[src/rtl/intc_arb_pkg.sv]
package intc_arb_pkg;
  localparam int unsigned PRIO_W_DEF  = 4;
  localparam int unsigned NUM_IRQ_DEF = 8;

  // stack depth needed to hold every level strictly below the top one
  function automatic int unsigned stack_depth(input int unsigned prio_w);
    return (1 << prio_w) - 1;
  endfunction
endpackage

[src/rtl/intc_arb_select.sv]
module intc_arb_select #(
  parameter int unsigned NUM_IRQ = 8,
  parameter int unsigned PRIO_W  = 4,
  parameter int unsigned VEC_W   = 3
) (
  input  logic [NUM_IRQ-1:0]        req_i,
  input  logic [NUM_IRQ*PRIO_W-1:0] prio_i,
  input  logic [PRIO_W-1:0]         thresh_i,
  output logic                      valid_o,
  output logic [VEC_W-1:0]          vec_o,
  output logic [PRIO_W-1:0]         prio_o
);
  logic [PRIO_W-1:0] lvl [NUM_IRQ];

  for (genvar g = 0; g < NUM_IRQ; g++) begin : g_unpack
    assign lvl[g] = prio_i[g*PRIO_W +: PRIO_W];
  end

  // ascending scan with strict compare: first (lowest) index keeps a tie
  always_comb begin
    valid_o = 1'b0;
    vec_o   = '0;
    prio_o  = '0;
    for (int i = 0; i < NUM_IRQ; i++) begin
      if (req_i[i] && (lvl[i] > thresh_i) && (!valid_o || (lvl[i] > prio_o))) begin
        valid_o = 1'b1;
        vec_o   = VEC_W'(i);
        prio_o  = lvl[i];
      end
    end
  end
endmodule

[src/rtl/intc_arb_stack.sv]
module intc_arb_stack #(
  parameter int unsigned WIDTH = 4,
  parameter int unsigned DEPTH = 15
) (
  input  logic             clk,
  input  logic             rst_n,
  input  logic             push_i,
  input  logic             pop_i,
  input  logic [WIDTH-1:0] push_data_i,
  output logic [WIDTH-1:0] top_o,
  output logic             empty_o
);
  localparam int unsigned CNT_W = $clog2(DEPTH + 1);

  logic [WIDTH-1:0] mem_q [DEPTH];
  logic [CNT_W-1:0] cnt_q, cnt_d, after_pop;
  logic             full;

  assign empty_o = (cnt_q == '0);
  assign full    = (cnt_q == CNT_W'(DEPTH));
  assign top_o   = empty_o ? '0 : mem_q[cnt_q - CNT_W'(1)];

  // pop is resolved first, push lands on the slot the pop freed
  always_comb begin
    after_pop = (pop_i && !empty_o) ? cnt_q - CNT_W'(1) : cnt_q;
    cnt_d     = push_i ? after_pop + CNT_W'(1) : after_pop;
  end

  always_ff @(posedge clk or negedge rst_n) begin
    if (!rst_n) cnt_q <= '0;
    else        cnt_q <= cnt_d;
  end

  always_ff @(posedge clk) begin
    if (push_i) mem_q[after_pop] <= push_data_i;
  end

  p_no_overflow_r6: assert property (@(posedge clk) disable iff (!rst_n)
    (push_i && !pop_i) |-> !full);

  p_pop_shrinks_r6: assert property (@(posedge clk) disable iff (!rst_n)
    (pop_i && !push_i && !empty_o) |=> (cnt_q == $past(cnt_q) - CNT_W'(1)));
endmodule

[src/rtl/intc_arbiter.sv]
module intc_arbiter
  import intc_arb_pkg::*;
#(
  parameter int unsigned NUM_IRQ = NUM_IRQ_DEF,
  parameter int unsigned PRIO_W  = PRIO_W_DEF
) (
  input  logic                                      clk,
  input  logic                                      rst_n,
  input  logic [NUM_IRQ-1:0]                        irq_req_i,
  input  logic [NUM_IRQ*PRIO_W-1:0]                 prio_cfg_i,
  input  logic                                      irq_ack_i,
  input  logic                                      eoi_wr_i,
  output logic                                      irq_pend_o,
  output logic [((NUM_IRQ > 1) ? $clog2(NUM_IRQ) : 1)-1:0] irq_vec_o,
  output logic [PRIO_W-1:0]                         cur_prio_o,
  output logic                                      eoi_err_o
);
  localparam int unsigned VEC_W = (NUM_IRQ > 1) ? $clog2(NUM_IRQ) : 1;
  localparam int unsigned DEPTH = stack_depth(PRIO_W);

  logic              sel_valid;
  logic [VEC_W-1:0]  sel_vec;
  logic [PRIO_W-1:0] sel_prio;

  logic              pend_q, pend_d;
  logic [VEC_W-1:0]  vec_q, vec_d;
  logic [PRIO_W-1:0] vprio_q, vprio_d;
  logic [PRIO_W-1:0] cur_q, cur_d, base_lvl;
  logic              err_q, err_d;
  logic              take, stk_push, stk_pop, stk_empty;
  logic [PRIO_W-1:0] stk_top;

  intc_arb_select #(.NUM_IRQ(NUM_IRQ), .PRIO_W(PRIO_W), .VEC_W(VEC_W)) u_sel (
    .req_i    (irq_req_i),
    .prio_i   (prio_cfg_i),
    .thresh_i (cur_q),
    .valid_o  (sel_valid),
    .vec_o    (sel_vec),
    .prio_o   (sel_prio)
  );

  intc_arb_stack #(.WIDTH(PRIO_W), .DEPTH(DEPTH)) u_stk (
    .clk         (clk),
    .rst_n       (rst_n),
    .push_i      (stk_push),
    .pop_i       (stk_pop),
    .push_data_i (base_lvl),
    .top_o       (stk_top),
    .empty_o     (stk_empty)
  );

  assign take = irq_ack_i && pend_q;

  // level bookkeeping: pop first, then push of the restored level
  always_comb begin
    err_d    = err_q;
    stk_pop  = eoi_wr_i;
    stk_push = take;
    base_lvl = cur_q;
    if (eoi_wr_i) begin
      base_lvl = stk_top;
      if (stk_empty) err_d = 1'b1;
    end
    cur_d = take ? vprio_q : base_lvl;
  end

  // presented-request register
  always_comb begin
    pend_d  = pend_q;
    vec_d   = vec_q;
    vprio_d = vprio_q;
    if (take) begin
      pend_d = 1'b0;
    end else if (!pend_q || (sel_valid && (sel_prio > vprio_q))) begin
      pend_d  = sel_valid;
      vec_d   = sel_vec;
      vprio_d = sel_prio;
    end
  end

  always_ff @(posedge clk or negedge rst_n) begin
    if (!rst_n) begin
      pend_q  <= 1'b0;
      vec_q   <= '0;
      vprio_q <= '0;
      cur_q   <= '0;
      err_q   <= 1'b0;
    end else begin
      pend_q  <= pend_d;
      vec_q   <= vec_d;
      vprio_q <= vprio_d;
      cur_q   <= cur_d;
      err_q   <= err_d;
    end
  end

  assign irq_pend_o = pend_q;
  assign irq_vec_o  = vec_q;
  assign cur_prio_o = cur_q;
  assign eoi_err_o  = err_q;

  p_pend_above_cur_r2: assert property (@(posedge clk) disable iff (!rst_n)
    irq_pend_o |-> (vprio_q > cur_prio_o));

  p_ack_raises_r5: assert property (@(posedge clk) disable iff (!rst_n)
    (irq_pend_o && irq_ack_i) |=> (!irq_pend_o && (cur_prio_o > $past(cur_prio_o))));

  p_ack_ignored_r5: assert property (@(posedge clk) disable iff (!rst_n)
    (!irq_pend_o && irq_ack_i && !eoi_wr_i) |=> $stable(cur_prio_o));

  p_pend_held_r9: assert property (@(posedge clk) disable iff (!rst_n)
    (irq_pend_o && !irq_ack_i) |=> irq_pend_o);

  p_vec_stable_r9: assert property (@(posedge clk) disable iff (!rst_n)
    (irq_pend_o && !irq_ack_i && !(sel_valid && (sel_prio > vprio_q))) |=> $stable(irq_vec_o));

  p_err_sticky_r7: assert property (@(posedge clk) disable iff (!rst_n)
    eoi_err_o |=> eoi_err_o);

  p_empty_eoi_r7: assert property (@(posedge clk) disable iff (!rst_n)
    (eoi_wr_i && stk_empty) |=> eoi_err_o);
endmodule

[config.mk]
export PLATFORM = sky130hd
export DESIGN_NAME = intc_arbiter
export DESIGN_NICKNAME = d
export VERILOG_FILES = /design/src/rtl/intc_arb_pkg.sv /design/src/rtl/intc_arb_select.sv /design/src/rtl/intc_arb_stack.sv /design/src/rtl/intc_arbiter.sv
export SDC_FILE = /design/constraint.sdc
export NUM_CORES = 1
export LEC_CHECK = 0
export BUFFER_PORTS_ARGS = -buffer_cell sky130_fd_sc_hd__buf_2
export CAP_MARGIN = 40
export CORE_ASPECT_RATIO = 0.9
export CORE_MARGIN = 2
export CORE_UTILIZATION = 50
export CTS_BUF_LIST = sky130_fd_sc_hd__clkbuf_16
export CTS_CLUSTER_DIAMETER = 80
export DETAILED_ROUTE_END_ITERATION = 8
export PLACE_DENSITY_LB_ADDON = 0.12
export SYNTH_ARGS = -nofsm -noshare
export SYNTH_HDL_FRONTEND = slang
export SYNTH_SLANG_ARGS = --single-unit
[constraint.sdc]
create_clock -name clk -period 15.32 [get_ports clk]
set_input_delay 4.596 -clock clk [delete_from_list [all_inputs] [get_ports clk]]
set_output_delay 4.596 -clock clk [all_outputs]
set_load 0.005 [all_outputs]
After elaboration in Yosys (flattened, before gate mapping)
Memories as Yosys holds them, arrays and structs flattened. Index checks and enable logic that the tools add are counted.

Logic and storage cells: 97. Output and inout bits: 9. Bits in read-only memories: 0. Bits in registers: 17. Bits in writable memories: 60. Memories: 1. Latch bits: 0.

Memories: u_stk.mem_q (words 15, width 4, read ports 1, clocked after memory_dff 0, wr ports 1, RTL line intc_arb_stack.sv:15) `logic [WIDTH-1:0] mem_q [DEPTH];`.

Equality and inequality tests: 0. Div/mod/pow operators: 0. $add $sub $neg: 2. Mux-type cells: 32. Reduce and logical (&&, ||, !) cells: 39. Shifts and indexed selects: 0. Bitwise operators: 1. $mul: 0. Order comparisons: 16.

Operators with widths (count): 4-bit > comparator (16); 4-bit two-way mux (13); 1-bit logical AND (18); 1-bit two-way mux (13); 3-bit two-way mux (4); 1-bit logical NOT (9); 1-bit logical OR (8); 4-bit by 1-bit adder with 4-bit output (second input constant) (1); 4-bit logical NOT (1); 2-bit two-way mux (2); 2-bit AND reduction (2); 4-bit by 1-bit subtractor with 4-bit output (second input constant) (1); 2-bit nonzero test (1); 1-bit inverter (1).

Depth between registers and ports, before layout
Depth after elaboration: 36. Gate-level depth with buffers: 70. Mapped depth without buffers: 68.

Hierarchy
From an unflattened synthesis, not the netlist that was laid out.

Cells, all modules: 485. Area total of the unflattened synthesis: 5564.1 um^2.

Modules (own cells, without submodules): intc_arb_stack (cells each 173, instances 1, area an instance 2886.5 um^2); intc_arb_select (cells each 263, instances 1, area an instance 1991.9 um^2); intc_arbiter (cells each 49, instances 1, area an instance 685.7 um^2).

Least setup slack after synthesis
Ideal clock, no wire load.

Path type: input to register. Start: input port prio_cfg_i[1]. End: register vec_q[1] (netlist: irq_vec_o[1]). Arrival: 15487 ps. Stages: 65. Path slack: -305 ps. Path buffers: 2. Cells stage by stage: ha_1 -> nor2b_2 -> o211ai_2 -> a21oi_2 -> nand2_1 -> ha_1 -> nor2b_1 -> o211a_1 -> o21ai_2 -> o211ai_1 -> a21boi_0 -> ha_1 -> a21oi_1 -> o21ai_0 -> a22oi_4 -> or2_0 -> o21ai_0 -> ha_1 -> (+29 left out) -> nor2b_1 -> o21ai_0 -> nand2b_1 -> a21oi_1 -> a41o_1 -> a21oi_2 -> buf_2 -> nand2_1 -> o21ai_1 -> ha_1 -> nor2b_1 -> o21ai_0 -> nand2b_1 -> a21oi_1 -> o31a_2 -> buf_6 -> a2111oi_0 -> a21oi_1.

Cells in the longest elaborated chain, start to end: 35. Elaborated cells between the ends (all ways): 56. Classes of those cells: order compare (9); mux (22); reduce/logical (25).

Ends and longest elaborated chain: from (decl) (RTL line intc_arbiter.sv:10) `input logic [NUM_IRQ*PRIO_W-1:0] prio_cfg_i,`; 4-bit > comparator (RTL line intc_arb_select.sv:25) `if (req_i[i] && (lvl[i] > thresh_i) && (!valid_o || (lvl[i] > prio_o))) begin`; 1-bit logical AND (RTL line intc_arb_select.sv:25); 4-bit two-way mux or 1-bit two-way mux (tied branches) (RTL line intc_arb_select.sv:25); 4-bit > comparator or 1-bit logical NOT (tied branches) (RTL line intc_arb_select.sv:25); 1-bit logical OR (RTL line intc_arb_select.sv:25); 1-bit logical AND (RTL line intc_arb_select.sv:25); 4-bit two-way mux or 1-bit two-way mux (tied branches) (RTL line intc_arb_select.sv:25); 4-bit > comparator or 1-bit logical NOT (tied branches) (RTL line intc_arb_select.sv:25); (+20 left out); 1-bit logical OR (RTL line intc_arb_select.sv:25); 1-bit logical AND (RTL line intc_arb_select.sv:25); 4-bit two-way mux (*) (RTL line intc_arb_select.sv:25); named net sel_prio[1] (RTL line intc_arbiter.sv:23) `logic [PRIO_W-1:0] sel_prio;`; 4-bit > comparator (*) (RTL line intc_arbiter.sv:74) `end else if (!pend_q || (sel_valid && (sel_prio > vprio_q))) begin`; 1-bit logical AND (*) (RTL line intc_arbiter.sv:74); 1-bit logical OR (*) (RTL line intc_arbiter.sv:74); 2-bit AND reduction (no source line) (*); to (signal assigned) (RTL line intc_arbiter.sv:90) `vec_q <= vec_d;`; to (decl) (RTL line intc_arbiter.sv:26) `logic [VEC_W-1:0] vec_q, vec_d;`.

The timed path passes the listed nets; every way through them passes the cells marked *. A chain may end at the register's enable or synchronous reset.

Worst setup path in the final report
Start: input port prio_cfg_i[0]. End: register vprio_q[2].

Cells in the longest elaborated chain, start to end: 35. Elaborated cells between the ends (all ways): 50. Classes of those cells: order compare (9); mux (16); reduce/logical (25).

Ends and longest elaborated chain: 4-bit > comparator (RTL line intc_arb_select.sv:25); 1-bit logical AND (RTL line intc_arb_select.sv:25); 4-bit two-way mux or 1-bit two-way mux (tied branches) (RTL line intc_arb_select.sv:25); 4-bit > comparator or 1-bit logical NOT (tied branches) (RTL line intc_arb_select.sv:25); 1-bit logical OR (RTL line intc_arb_select.sv:25); 1-bit logical AND (RTL line intc_arb_select.sv:25); 4-bit two-way mux or 1-bit two-way mux (tied branches) (RTL line intc_arb_select.sv:25); 4-bit > comparator or 1-bit logical NOT (tied branches) (RTL line intc_arb_select.sv:25); (+20 left out); 1-bit logical OR (RTL line intc_arb_select.sv:25); 1-bit logical AND (RTL line intc_arb_select.sv:25); 4-bit two-way mux (*) (RTL line intc_arb_select.sv:25); named net sel_prio[3] (RTL line intc_arbiter.sv:23); 4-bit > comparator (*) (RTL line intc_arbiter.sv:74); 1-bit logical AND (*) (RTL line intc_arbiter.sv:74); 1-bit logical OR (*) (RTL line intc_arbiter.sv:74); 2-bit AND reduction (no source line) (*); to (signal assigned) (RTL line intc_arbiter.sv:91) `vprio_q <= vprio_d;`; to (decl) (RTL line intc_arbiter.sv:27) `logic [PRIO_W-1:0] vprio_q, vprio_d;`.

Marked as above.

==> qor.log <==
qor: cells_and_area.nNetsFinal 726
qor: place.hpwl 9850 um
qor: power_and_ir_drop.cellPowerDensity 254 mW/mm^2
qor: floorplanning.std_cell_rows 35
qor: cells_and_area.antenna_cells 0
qor: worst_setup_path.critical-path-max-stage-delay 0.40 ns
qor: worst_setup_path.kind_of_critical_path in -> reg
qor: worst_setup_path.critical_path.max_fanout 7
qor: grt.globalRouteOverflowTotal 0
qor: cts.htreeDepth 3
qor: floorplanning.core_region 0.0103 mm^2
qor: grt.global_route_wire_length_before_repair 22400 um
qor: worst_setup_path.crit_path_start prio_cfg_i[0]
qor: floorplanning.die_area 0.0116 mm^2
qor: detailed_routing.via_per_inst 5.94
qor: cells_and_area.fillCellCount 741
qor: logic_synthesis.synth_largest_type_area_fraction 33.6%
qor: worst_setup_path.path_common_cell o21a_1
qor: worst_setup_path.kind_of_start_point_of_the_critical_path input port
qor: cts.clkSinkCount 77
qor: timing.skew 0.00677 ns
qor: status.failed_checks design-rule violations, negative setup slack
qor: run.max_cap_viol_count 0
qor: detailed_routing.wirelength 14400 um
qor: timing.final_min_period_over_clock_period 103%
qor: logic_synthesis.synth.top_cells.by_area edfxtp_1 34%, ha_1 16%, dfrtp_1 7.9%
qor: cells_and_area.finalInstanceArea 0.00711 mm^2
qor: detailed_routing.1st_iter_drt_viols 316
qor: worst_setup_path.cp.required 15.53 ns
qor: cts.cts_made_buffers 9
qor: detailed_routing.via_count 4424
qor: cells_and_area.layout.cells.non_filler 745
qor: floorplanning.die_y 102 um
qor: detailed_routing.firstDrtPassIters 7
qor: timing.final_critical_path_setup_slack -0.392 ns
qor: timing.worst_slew_pin_slew 0.831 ns
qor: power_and_ir_drop.ir_worst_vdd 0.176 mV
qor: worst_setup_path.setup.worst_path.end vprio_q[2]$_DFFE_PN0P_
qor: logic_synthesis.post_synth_edffs 60
qor: grt.global_route.usage.total 25.2%
qor: cts.clockBufferDepth 2
qor: timing.report.final.slew_viol_count 0
qor: worst_setup_path.endpoint_kind flip-flop
qor: place.dpl_cell_area 0.00622 mm^2
qor: cells_and_area.area_growth 32.5%
qor: timing.setup-violations-final 7
qor: logic_synthesis.synth_fp_nets 589
qor: worst_setup_path.worstReg2RegEnd vprio_q[2]$_DFFE_PN0P_
qor: grt.grt_start_max_net_pins 22
qor: worst_setup_path.r2r_setup_slack 3.11 ns
qor: timing.post-route-min-period 15.71 ns
qor: timing.hold_viol 0
qor: logic_synthesis.synthCells 475
qor: logic_synthesis.synth_area 0.00536 mm^2
qor: hold_path.timing.hold.worst_path_depth 2
qor: hold_path.hold_path_class reg -> reg
qor: timing.worst_slew_margin_rel 44.6%
qor: cts.cts_tree yes
qor: power_and_ir_drop.leakagePower 2.97 nW
qor: timing.tns -2.25 ns
qor: logic_synthesis.synth_warnings 0
qor: floorplanning.boundaryPins 53
qor: logic_synthesis.synth_sequential_area_ratio 41.5%
qor: grt.first_global_vias 4385
qor: logic_synthesis.synth-seq-cells 77
qor: worst_setup_path.timing.rr.start cur_prio_o[0]$_DFF_PN0_
qor: cts.path_clk_slew 0.06 ns
qor: logic_synthesis.post_synth_num_cell_types 61
qor: cts.hold_buffers 0
qor: place.place_ws -0.815 ns
qor: cts.clock_insertion_delay_worst_skew 0.33 ns
qor: place.numPlacedInstances 701
qor: worst_setup_path.slowest_stage o31ai_1
qor: place.place.gp.congestion 0.861
qor: floorplanning.die_w 113 um
qor: timing.maxClockFrequency 63.6 MHz
qor: detailed_routing.post_drt_wl_per_cell 19.4 um
qor: status.outcome finished with violations
qor: worst_setup_path.worst_ep_arrival_time 15.92 ns
qor: detailed_routing.route.antenna.remaining_nets 0
qor: place.place.port_buffers 52
qor: logic_synthesis.syn_avg_cell_area 11.3 um^2
qor: cells_and_area.final_layout_size_suffix_gt1_share 40.9%
qor: worst_setup_path.rr_worst_depth 63
qor: timing.setup_repair_after_global_routing_missed_its_margin yes
qor: floorplanning.starting_density_of_the_core 51.9%
qor: logic_synthesis.synth_top_flop_cell edfxtp_1
qor: logic_synthesis.asyncSetResetFlopFracSynth 22.1%
qor: logic_synthesis.yosys.area.top_type edfxtp_1
qor: detailed_routing.post-route-drc-count 2
qor: cts.clock_tree.root_cell clkbuf_16
qor: grt.initial_antenna_violation_count 0
==> layout make-up <==
type | count | area [um^2] | area share, %
Timing Repair Buffer | 138 | 927 | 13.0
Sequential cell | 77 | 2230 | 31.3
Tap cell | 129 | 161 | 2.27
Inverter | 30 | 113 | 1.58
Clock buffer | 9 | 225 | 3.17
Multi-Input combinational cell | 356 | 3400 | 47.8
Clock inverter | 6 | 56.3 | 0.792
==> cells in the final DEF (no fill, tap or decap), types with 4 or more instances in the layout <==
cell and n:
o21ai_1 7, clkbuf_16 9, o211ai_1 10, o21ai_2 5, nor2b_4 4, nand2_1 31, buf_4 82, buf_6 5
a21o_1 5, mux2_2 6, xnor2_1 4, nor2b_1 10, o21ai_4 4, nand2b_1 7, dfrtp_1 17, o21a_1 9
mux2i_1 11, edfxtp_1 60, a21oi_1 19, nor2_1 29, ha_1 55, o21ai_0 10, o32a_1 4, inv_1 29
or2_2 4, nand4_1 13, ha_4 12, mux4_2 12, a21oi_2 8, nand3_1 5, buf_2 51
==> logic make-up after synthesis <==
logic type	after synthesis	share of synthesized area, %
compound gates	125	17.0
simple gates	122	11.5
flops	77	41.5
fa+ha+maj	70	16.3
buf+inv	42	3.43
mux	33	9.22
xor+xnor	6	0.980
==> layer usage <==
layer,vias to the layer above,routed length (um),track usage (%)
met4,0,292,7.79
met3,30,738,4.03
met2,127,6770,40.4
met1,2162,6640,35.5
met5,-,0,0
li1,2105,-,-
==> repair_timing <==
item                                   in CTS  in global routing
pin swaps                                  42                 27
setup buffers                              20                  9
setup endpoints to repair                   7                  7
endpoints found under the hold margin       0                  0
gates resized for setup                    33                 38
==> through the flow <==
step	hold WS, ns	util, %	power, mW
after floorplan	0.460	-	1.04
after global placement	0.449	59.9	1.33
after detailed placement	0.472	60.2	1.37
after CTS	0.485	66.2	1.69
after global routing	0.509	68.8	1.93
final	0.477	68.8	1.80
==> where the power goes <==
| group | internal (mW) | leakage (nW) | switching [mW] | total (mW) |
|---|---|---|---|---|
| logic | 0.621 | 2.08 | 0.642 | 1.26 |
| clock network | 0.124 | 0.144 | 0.0789 | 0.203 |
| registers | 0.313 | 0.750 | 0.0260 | 0.339 |
==> state kept, by name, indices dropped and copies added (netlist names) <==
signal,cells
u_stk.cnt_q,4
irq_pend_o,1
u_stk.mem_q,60
vprio_q,4
eoi_err_o,1
irq_vec_o,3
cur_prio_o,4
==> how the worst min path moves through the flow <==
stage | start | to | slack [ns]
final | eoi_err_o$_DFFE_PN0P_ | eoi_err_o$_DFFE_PN0P_ | 0.48
after global routing | eoi_err_o$_DFFE_PN0P_ | eoi_err_o$_DFFE_PN0P_ | 0.51
after CTS | eoi_err_o$_DFFE_PN0P_ | eoi_err_o$_DFFE_PN0P_ | 0.48
after detailed placement | eoi_err_o$_DFFE_PN0P_ | eoi_err_o$_DFFE_PN0P_ | 0.47
after global placement | eoi_err_o$_DFFE_PN0P_ | eoi_err_o$_DFFE_PN0P_ | 0.45
after floorplan | eoi_err_o$_DFFE_PN0P_ | eoi_err_o$_DFFE_PN0P_ | 0.46
==> Yosys cell counts (3+ instances only) <==
cell type and number:
a21boi_0 3, a21o_1 5, a21oi_1 27, a221oi_1 3
a22oi_1 3, buf_2 3, buf_6 3, clkbuf_1 6
dfrtp_1 17, edfxtp_1 60, ha_1 70, inv_1 30
mux2_2 7, mux2i_1 13, mux4_2 12, nand2_1 34
nand2b_1 7, nand3_1 5, nand4_1 13, nor2_1 30
nor2b_1 14, nor2b_2 3, nor3_1 3, o211ai_1 10
o21a_1 10, o21ai_0 19, o21ai_1 5, o21bai_1 3
o221ai_1 4, o22ai_1 3, o31a_1 3, o32a_1 4
or2_2 6, xnor2_1 4
==> worst max-delay path, delay by kind of cell <==
kind                     cells  cell delay (ns)
buffers and inverters        8             0.91
adder cells (fa/ha/maj)      9             2.31
multiplexers                 2             0.47
AND/OR/NAND/NOR             12             1.49
AO/OA/AOI/OAI               34             6.11
Power figures use the tool's default switching activity.
